`src/rtl/evf_pkg.sv`:
```
package evf_pkg;
  localparam int ADDR_W = 32;
  localparam int FC_W   = 3;
  localparam logic [FC_W-1:0] FC_SUP_DATA = 3'b101;
  localparam logic [FC_W-1:0] FC_SUP_PROG = 3'b110;
  localparam logic [ADDR_W-1:0] RST_SP_ADDR = 32'h0;
  localparam logic [ADDR_W-1:0] RST_PC_ADDR = 32'h4;

  typedef enum logic [1:0] {
    ST_IDLE = 2'd0,
    ST_SP   = 2'd1,
    ST_PC   = 2'd2,
    ST_VEC  = 2'd3
  } fetch_state_e;
endpackage

```
`src/rtl/evf_vbr.sv`:
```
module evf_vbr #(
  parameter int ADDR_W     = 32,
  parameter int WORD_BYTES = 4
) (
  input  logic              clk_i,
  input  logic              rst_ni,
  input  logic              we_i,
  input  logic [ADDR_W-1:0] wdata_i,
  output logic [ADDR_W-1:0] vbr_o
);
  localparam int ALIGN = $clog2(WORD_BYTES);
  localparam logic [ADDR_W-1:0] ALIGN_MASK = ADDR_W'((1 << ALIGN) - 1);

  always_ff @(posedge clk_i or negedge rst_ni) begin
    if (!rst_ni)   vbr_o <= '0;
    else if (we_i) vbr_o <= wdata_i & ~ALIGN_MASK;
  end

  assert_vbr_write_R2: assert property (@(posedge clk_i) disable iff (!rst_ni)
    we_i |=> vbr_o == ($past(wdata_i) & ~ALIGN_MASK));
endmodule

```
`src/rtl/evf_addr_gen.sv`:
```
module evf_addr_gen
  import evf_pkg::*;
#(
  parameter int VEC_W      = 8,
  parameter int WORD_BYTES = 4
) (
  input  logic [ADDR_W-1:0] vbr_i,
  input  logic              is_reset_i,
  input  logic              src_ext_i,
  input  logic [VEC_W-1:0]  int_vec_i,
  input  logic [VEC_W-1:0]  ext_vec_i,
  output logic [ADDR_W-1:0] addr_o,
  output logic [FC_W-1:0]   fc_o
);
  localparam int SHIFT = $clog2(WORD_BYTES);
  localparam int PAD   = ADDR_W - VEC_W - SHIFT;

  logic [VEC_W-1:0]  vec_sel;
  logic [ADDR_W-1:0] offset;

  assign vec_sel = src_ext_i ? ext_vec_i : int_vec_i;

  generate
    if (SHIFT == 0) begin : g_noscale
      assign offset = {{PAD{1'b0}}, vec_sel};
    end else begin : g_scale
      assign offset = {{PAD{1'b0}}, vec_sel, {SHIFT{1'b0}}};
    end
  endgenerate

  // reset entry is absolute, never relative to the base
  assign addr_o = is_reset_i ? RST_SP_ADDR : vbr_i + offset;
  assign fc_o   = is_reset_i ? FC_SUP_PROG : FC_SUP_DATA;
endmodule

```
`src/rtl/evf_fetch_fsm.sv`:
```
module evf_fetch_fsm
  import evf_pkg::*;
#(
  parameter int DATA_W = 32
) (
  input  logic              clk_i,
  input  logic              rst_ni,
  input  logic              req_i,
  input  logic              is_reset_i,
  input  logic [ADDR_W-1:0] start_addr_i,
  input  logic [FC_W-1:0]   start_fc_i,
  output logic              ready_o,
  output logic              bus_req_o,
  output logic [ADDR_W-1:0] bus_addr_o,
  output logic [FC_W-1:0]   bus_fc_o,
  input  logic [DATA_W-1:0] bus_rdata_i,
  input  logic              bus_ack_i,
  input  logic              bus_err_i,
  output logic              done_o,
  output logic [DATA_W-1:0] handler_o,
  output logic [DATA_W-1:0] sp_o,
  output logic              rst_seq_o,
  output logic              fault_o
);
  fetch_state_e      state_q;
  logic [ADDR_W-1:0] addr_q;
  logic [FC_W-1:0]   fc_q;
  logic [DATA_W-1:0] sp_q, handler_q;
  logic              done_q, fault_q, rst_seq_q;

  always_ff @(posedge clk_i or negedge rst_ni) begin
    if (!rst_ni) begin
      state_q   <= ST_IDLE;
      addr_q    <= '0;
      fc_q      <= '0;
      sp_q      <= '0;
      handler_q <= '0;
      done_q    <= 1'b0;
      fault_q   <= 1'b0;
      rst_seq_q <= 1'b0;
    end else begin
      done_q  <= 1'b0;
      fault_q <= 1'b0;
      unique case (state_q)
        ST_IDLE: if (req_i) begin
          addr_q    <= start_addr_i;
          fc_q      <= start_fc_i;
          rst_seq_q <= is_reset_i;
          state_q   <= is_reset_i ? ST_SP : ST_VEC;
        end
        ST_SP: if (bus_err_i) begin
          fault_q <= 1'b1;
          state_q <= ST_IDLE;
        end else if (bus_ack_i) begin
          sp_q    <= bus_rdata_i;
          addr_q  <= RST_PC_ADDR;
          state_q <= ST_PC;
        end
        default: if (bus_err_i) begin
          fault_q <= 1'b1;
          state_q <= ST_IDLE;
        end else if (bus_ack_i) begin
          handler_q <= bus_rdata_i;
          done_q    <= 1'b1;
          state_q   <= ST_IDLE;
        end
      endcase
    end
  end

  assign ready_o    = state_q == ST_IDLE;
  assign bus_req_o  = state_q != ST_IDLE;
  assign bus_addr_o = addr_q;
  assign bus_fc_o   = fc_q;
  assign done_o     = done_q;
  assign fault_o    = fault_q;
  assign handler_o  = handler_q;
  assign sp_o       = sp_q;
  assign rst_seq_o  = done_q & rst_seq_q;

  assert_req_hold_R6: assert property (@(posedge clk_i) disable iff (!rst_ni)
    bus_req_o && !bus_ack_i && !bus_err_i |=>
      bus_req_o && $stable(bus_addr_o) && $stable(bus_fc_o));

  assert_data_space_R4: assert property (@(posedge clk_i) disable iff (!rst_ni)
    bus_req_o && !rst_seq_q |-> bus_fc_o == FC_SUP_DATA);

  assert_reset_second_R5: assert property (@(posedge clk_i) disable iff (!rst_ni)
    state_q == ST_SP && bus_ack_i && !bus_err_i |=>
      bus_req_o && bus_addr_o == RST_PC_ADDR && bus_fc_o == FC_SUP_PROG);

  assert_done_pulse_R7: assert property (@(posedge clk_i) disable iff (!rst_ni)
    done_o |=> !done_o);

  assert_fault_abort_R8: assert property (@(posedge clk_i) disable iff (!rst_ni)
    bus_req_o && bus_err_i |=> fault_o && !done_o && !bus_req_o);

  assert_busy_ignore_R9: assert property (@(posedge clk_i) disable iff (!rst_ni)
    !bus_req_o && !$past(bus_req_o) |-> !done_o && !fault_o);
endmodule

```
`src/rtl/evf_vector_fetch.sv`:
```
module evf_vector_fetch
  import evf_pkg::*;
#(
  parameter int VEC_W      = 8,
  parameter int DATA_W     = 32,
  parameter int WORD_BYTES = 4
) (
  input  logic              clk_i,
  input  logic              rst_ni,
  input  logic              vbr_we_i,
  input  logic [ADDR_W-1:0] vbr_wdata_i,
  input  logic              exc_req_i,
  input  logic              exc_reset_i,
  input  logic              src_ext_i,
  input  logic [VEC_W-1:0]  int_vec_i,
  input  logic [VEC_W-1:0]  ext_vec_i,
  output logic              ready_o,
  output logic              bus_req_o,
  output logic [ADDR_W-1:0] bus_addr_o,
  output logic [FC_W-1:0]   bus_fc_o,
  input  logic [DATA_W-1:0] bus_rdata_i,
  input  logic              bus_ack_i,
  input  logic              bus_err_i,
  output logic              done_o,
  output logic [DATA_W-1:0] handler_o,
  output logic [DATA_W-1:0] sp_o,
  output logic              rst_seq_o,
  output logic              fault_o
);
  logic [ADDR_W-1:0] vbr, start_addr;
  logic [FC_W-1:0]   start_fc;

  evf_vbr #(.ADDR_W(ADDR_W), .WORD_BYTES(WORD_BYTES)) u_vbr (
    .clk_i   (clk_i),
    .rst_ni  (rst_ni),
    .we_i    (vbr_we_i),
    .wdata_i (vbr_wdata_i),
    .vbr_o   (vbr)
  );

  evf_addr_gen #(.VEC_W(VEC_W), .WORD_BYTES(WORD_BYTES)) u_addr (
    .vbr_i      (vbr),
    .is_reset_i (exc_reset_i),
    .src_ext_i  (src_ext_i),
    .int_vec_i  (int_vec_i),
    .ext_vec_i  (ext_vec_i),
    .addr_o     (start_addr),
    .fc_o       (start_fc)
  );

  evf_fetch_fsm #(.DATA_W(DATA_W)) u_fsm (
    .clk_i        (clk_i),
    .rst_ni       (rst_ni),
    .req_i        (exc_req_i),
    .is_reset_i   (exc_reset_i),
    .start_addr_i (start_addr),
    .start_fc_i   (start_fc),
    .ready_o      (ready_o),
    .bus_req_o    (bus_req_o),
    .bus_addr_o   (bus_addr_o),
    .bus_fc_o     (bus_fc_o),
    .bus_rdata_i  (bus_rdata_i),
    .bus_ack_i    (bus_ack_i),
    .bus_err_i    (bus_err_i),
    .done_o       (done_o),
    .handler_o    (handler_o),
    .sp_o         (sp_o),
    .rst_seq_o    (rst_seq_o),
    .fault_o      (fault_o)
  );

  assert_vec_addr_R3: assert property (@(posedge clk_i) disable iff (!rst_ni)
    ready_o && exc_req_i && !exc_reset_i |=>
      bus_addr_o == $past(vbr) + {22'd0, $past(src_ext_i ? ext_vec_i : int_vec_i), 2'b00});

  assert_reset_first_R5: assert property (@(posedge clk_i) disable iff (!rst_ni)
    ready_o && exc_req_i && exc_reset_i |=>
      bus_addr_o == RST_SP_ADDR && bus_fc_o == FC_SUP_PROG);
endmodule

```
`config.mk`:
```
export PLATFORM = sky130hd
export DESIGN_NAME = evf_vector_fetch
export DESIGN_NICKNAME = d
export VERILOG_FILES = /design/src/rtl/evf_pkg.sv /design/src/rtl/evf_vbr.sv /design/src/rtl/evf_addr_gen.sv /design/src/rtl/evf_fetch_fsm.sv /design/src/rtl/evf_vector_fetch.sv
export SDC_FILE = /design/constraint.sdc
export NUM_CORES = 1
export LEC_CHECK = 0
export ABC_AREA = 1
export ABC_CLOCK_PERIOD_IN_PS = 2200
export BUFFER_PORTS_ARGS = -buffer_cell sky130_fd_sc_hd__clkbuf_2
export CAP_MARGIN = 20
export CORE_ASPECT_RATIO = 0.7
export CORE_MARGIN = 1
export CORE_UTILIZATION = 48
export DETAILED_ROUTE_END_ITERATION = 10
export HOLD_SLACK_MARGIN = 0.05
export PLACE_DENSITY = 0.76
export SKIP_CTS_REPAIR_TIMING = 1
export SLEW_MARGIN = 10
export SYNTH_ARGS = -nofsm -noshare
export SYNTH_HDL_FRONTEND = slang
export SYNTH_HIERARCHICAL = 1
export SYNTH_SLANG_ARGS = --single-unit
```
`constraint.sdc`:
```
create_clock -name clk_i -period 2.2 [get_ports clk_i]
set_input_delay 0.22 -clock clk_i [delete_from_list [all_inputs] [get_ports clk_i]]
set_output_delay 0.22 -clock clk_i [all_outputs]
set_load 0.05 [all_outputs]
```
==> results.txt <==
* Pin count of the biggest net entering global routing: 66
* Status: finished clean
- The H-tree generated during clock tree synthesis spans 4 levels.
- Max Slew Vio Count: 0
* Part of the Yosys area used for sequential elements: 48.68%
- The most common cell in the synthesized netlist is nand2_1.
* Total of flip-flops plus latches after synthesis: between 100 and 150
- Final worst path period need: just under 2 ns
- Sum of routed wire length over all layers: roughly 18000 µm
- Clock latency reported for the late side of the worst-skew pair: 0.40 ns
- Port bufs: 189
* Main flop type after synthesis: dfrtp_1
- Sequential cells account for 30.6% of the total power.
- Final count of hold timing violations: 0
- Syn-to-layout area delta: 29.59%
- Overall power consumption after layout is estimated at about 0.013 W.
- Antenna-violating nets left: 0
- Cell taking the most area after synthesis: dfrtp_1
* Netlist area before placement: 6888 µm²
- For this run, design rule violations remaining after detail routing come to 0.
* Row count: 36
* Critical path endpoint category: register
- Die Y: 102.2 µm
- Final setup skew: ~0.013 ns
- By startpoint and endpoint, the worst setup path is classified as reg2reg.
- Detailed placement ended at an HPWL of 12940 µm.
- Minimum setup slack in the final design: around 0.21 ns
- Ant diodes: 0
- Kind of cell adding the most delay to the critical path: simple AND/OR/NAND/NOR gates
- Antenna violations before repair: 0
- Summed over its instances, the top area cell type makes up around half of the synthesized netlist area.
- Synthesis produced a netlist whose cell count is around 870.
- Final weighted congestion in routability-driven placement: 0.9381
- Largest stage delay on the critical path: around 0.38 ns
- Each instance of the synthesized netlist takes up on average approximately 8 µm².
- The worst setup path is launched from a register.
* Routed length per instance: between 10 and 15 µm
* Static Leak: approximately 5 nW
- Along the worst path, the maximum fanout reaches 6.
- Worst hold path class: in2reg
- Commonest cells post-synth: nand2_1, dfrtp_1, inv_1
- Number of buffers created by CTS: 17
- Total routing resource utilization after global routing: between 20% and 30%
- Hold timing on the final database bottoms out at a slack of 0.02151 ns.
- Walking the worst path, the cells encountered are ha_1, inv_1, fa_1, nor2_1, or2_4, nand2_2, nand2_4, nand2_2, nand2_1, nand2_1, nor2_1, nand4_1, nand2_1.
- Full die area: around 15000 µm²
* Gr ovfl total: 0
* Switch Pwr: about 0.0065 W
- Setup repair after global routing left no endpoint under its margin.
* Part of the total power dissipated in combinational logic: a little under half
- The number of global-route vias before repair came to 5716.
- Ranked by total cell area, the synthesized netlist is headed by dfrtp_1, nand2_1, inv_1.
- Drt via density: approximately 5
- For this design the top-level I/O count stands at around 190.
* Clock network fraction of total power: ~22%
* Peak supply drop: between 900 and 1000 µV
- Normalized max-slew margin: a little under two thirds
- Initial cell density of the core: between 40 and 50%
* Drt initial violations: 463
* Crit-path slowest cell: fa_1
* Most common cell on crit path: nand2_1
- Yosys printed 6 warnings.
* Worst Path Buf+Inv: 1
- First-pass iteration count of the detailed router: 5
- Clock-pin slew was measured on the worst setup and hold paths at around 0.060 ns.
* Clock tree from TritonCTS: done
* Clk buf depth: 2
- Detailed routing inserted a total of ~6400 vias.
* Cell area power density: 1475 nW/µm²
- Clock sink count: about 130
- At the end of the flow, the number of nets in the layout was 1182.
* Clock tree root driver cell: clkbuf_16
* Global-route wire length before repair: ~29000 µm
- For the worst setup path, the data arrival time is roughly 2.3 ns.
* Share of cells above drive strength 1: about 28%
- The final critical path takes up 90.42% of the cycle.
- Count of final setup violators: 0
* Post-synth ARST share: 100.0%
- Worst-case setup slack after placement: -0.1294 ns
* Area inside the core boundary: 13960 µm²
- Number of enable-type register cells in the synthesized netlist: 0
- The synthesized netlist contains 34 unique library cells.
* Chip Width: about 150 µm
- Max-cap viol count: 0
- Cell internal power was estimated by the tool at 0.006622 W.
- Of the total power, the share spent switching nets is roughly half.
- Actual transition at the worst max-transition pin: around 0.54 ns
- Static timing analysis puts the maximum clock frequency at ~0.5 GHz.
- Data on the critical path is required at its endpoint by 2.54 ns.
[final timing paths]
kind	startpoint	endpoint	slack, ns	cells past startpoint
min reg2reg	u_fsm/bus_fc_o[1]$_DFFE_PN0P_	u_fsm/bus_fc_o[1]$_DFFE_PN0P_	0.47	2
min	vbr_wdata_i[19]	u_vbr/vbr_o[19]$_DFFE_PN0P_	0.02	3
max reg2reg	u_vbr/vbr_o[2]$_DFFE_PN0P_	u_fsm/bus_addr_o[18]$_DFFE_PN0P_	0.21	13
max in group asynchronous	rst_ni	u_fsm/sp_o[27]$_DFFE_PN0P_	1.22	3
max	u_vbr/vbr_o[2]$_DFFE_PN0P_	u_fsm/bus_addr_o[18]$_DFFE_PN0P_	0.21	13
min in group asynchronous	rst_ni	u_fsm/handler_o[11]$_DFFE_PN0P_	0.28	2
[registers in the layout, indices dropped and copies added (netlist names)]
signal / cells
u_fsm/sp_o: 32
u_fsm/bus_addr_o: 32
u_fsm/handler_o: 32
u_fsm/done_o: 1
u_fsm/state_q: 2
u_fsm/fault_o: 1
u_fsm/bus_fc_o: 3
u_fsm/rst_seq_q: 1
u_vbr/vbr_o: 30
[placed cells by master, fill, tap and decap left out, types with 6 or more instances in the layout]
master	Yosys	final
dfrtp_1	134	134
nand3_2	21	22
clkbuf_16	0	17
nand3_1	39	38
ha_1	8	8
nor2_2	6	6
clkbuf_2	0	188
mux2_2	7	7
inv_1	84	84
buf_4	9	24
o21ai_0	61	61
nand2_1	308	308
a21oi_1	16	16
nand2_2	9	9
dlygate4sd3_1	0	27
o21ai_1	11	11
nand4_1	32	32
nor2_1	58	58
[tightest hold or removal path, cell delays in order]
cell and delay (ns):
clkbuf_2 0.07, nand2_1 0.05, nand2_1 0.05
[cell type report]
cell class,count,area [µm²]
fillers,1239,5037
flip-flops and latches,134,3353
multi-input cells,601,2910
repair buffers,244,1483
clock buffers,20,446.7
inverters,87,326.6
well taps,190,237.7
clock inverters,12,168.9
[cell families (layout without fill, tap and decap cells)]
| family | after synthesis | count (layout) | synth area share, % |
|---|---|---|---|
| AND/OR/NAND/NOR | 487 | 487 | 31.88 |
| adder cells (fa/ha/maj) | 9 | 9 | 1.744 |
| XOR/XNOR | 5 | 5 | 0.6358 |
| AO/OA/AOI/OAI | 90 | 90 | 6.612 |
| flip-flops | 134 | 134 | 48.68 |
| other | 2 | 3 | 0.1090 |
| multiplexers | 7 | 7 | 1.144 |
| buffers and inverters | 132 | 363 | 9.191 |
[per-stage QoR]
stage	util (%)	cell area, µm²	setup TNS, ns	cells
final	63.92	8926	0	1288
after global routing	63.92	8926	0	1288
after CTS	61.95	8651	0	1261
after detailed placement	57.54	8035	-1.385	1229
after global placement	57.54	8035	-0.3457	1229
after floorplan	-	6892	0	867
[per-layer routing]
metal	vias to the layer above	part of all wire (%)	track usage, %
met3	12	5.9	4.375
li1	3182	-	-
met4	0	0.92	5.911
met1	2975	48	36.61
met5	-	0	0
met2	218	45	37.13
[power by group through the flow]
stage	clock (W)	combinational [W]	sequential, W
6_report	0.00295	0.00619	0.00403
5_1_grt	0.00310	0.00659	0.00415
4_1_cts	0.00300	0.00616	0.00402
3_5_place_dp	0	0.00616	0.00405
3_3_place_gp	0	0.00608	0.00400
2_1_floorplan	0	0.00159	0.00698
No activity file was read; power rests on OpenSTA's default activity.
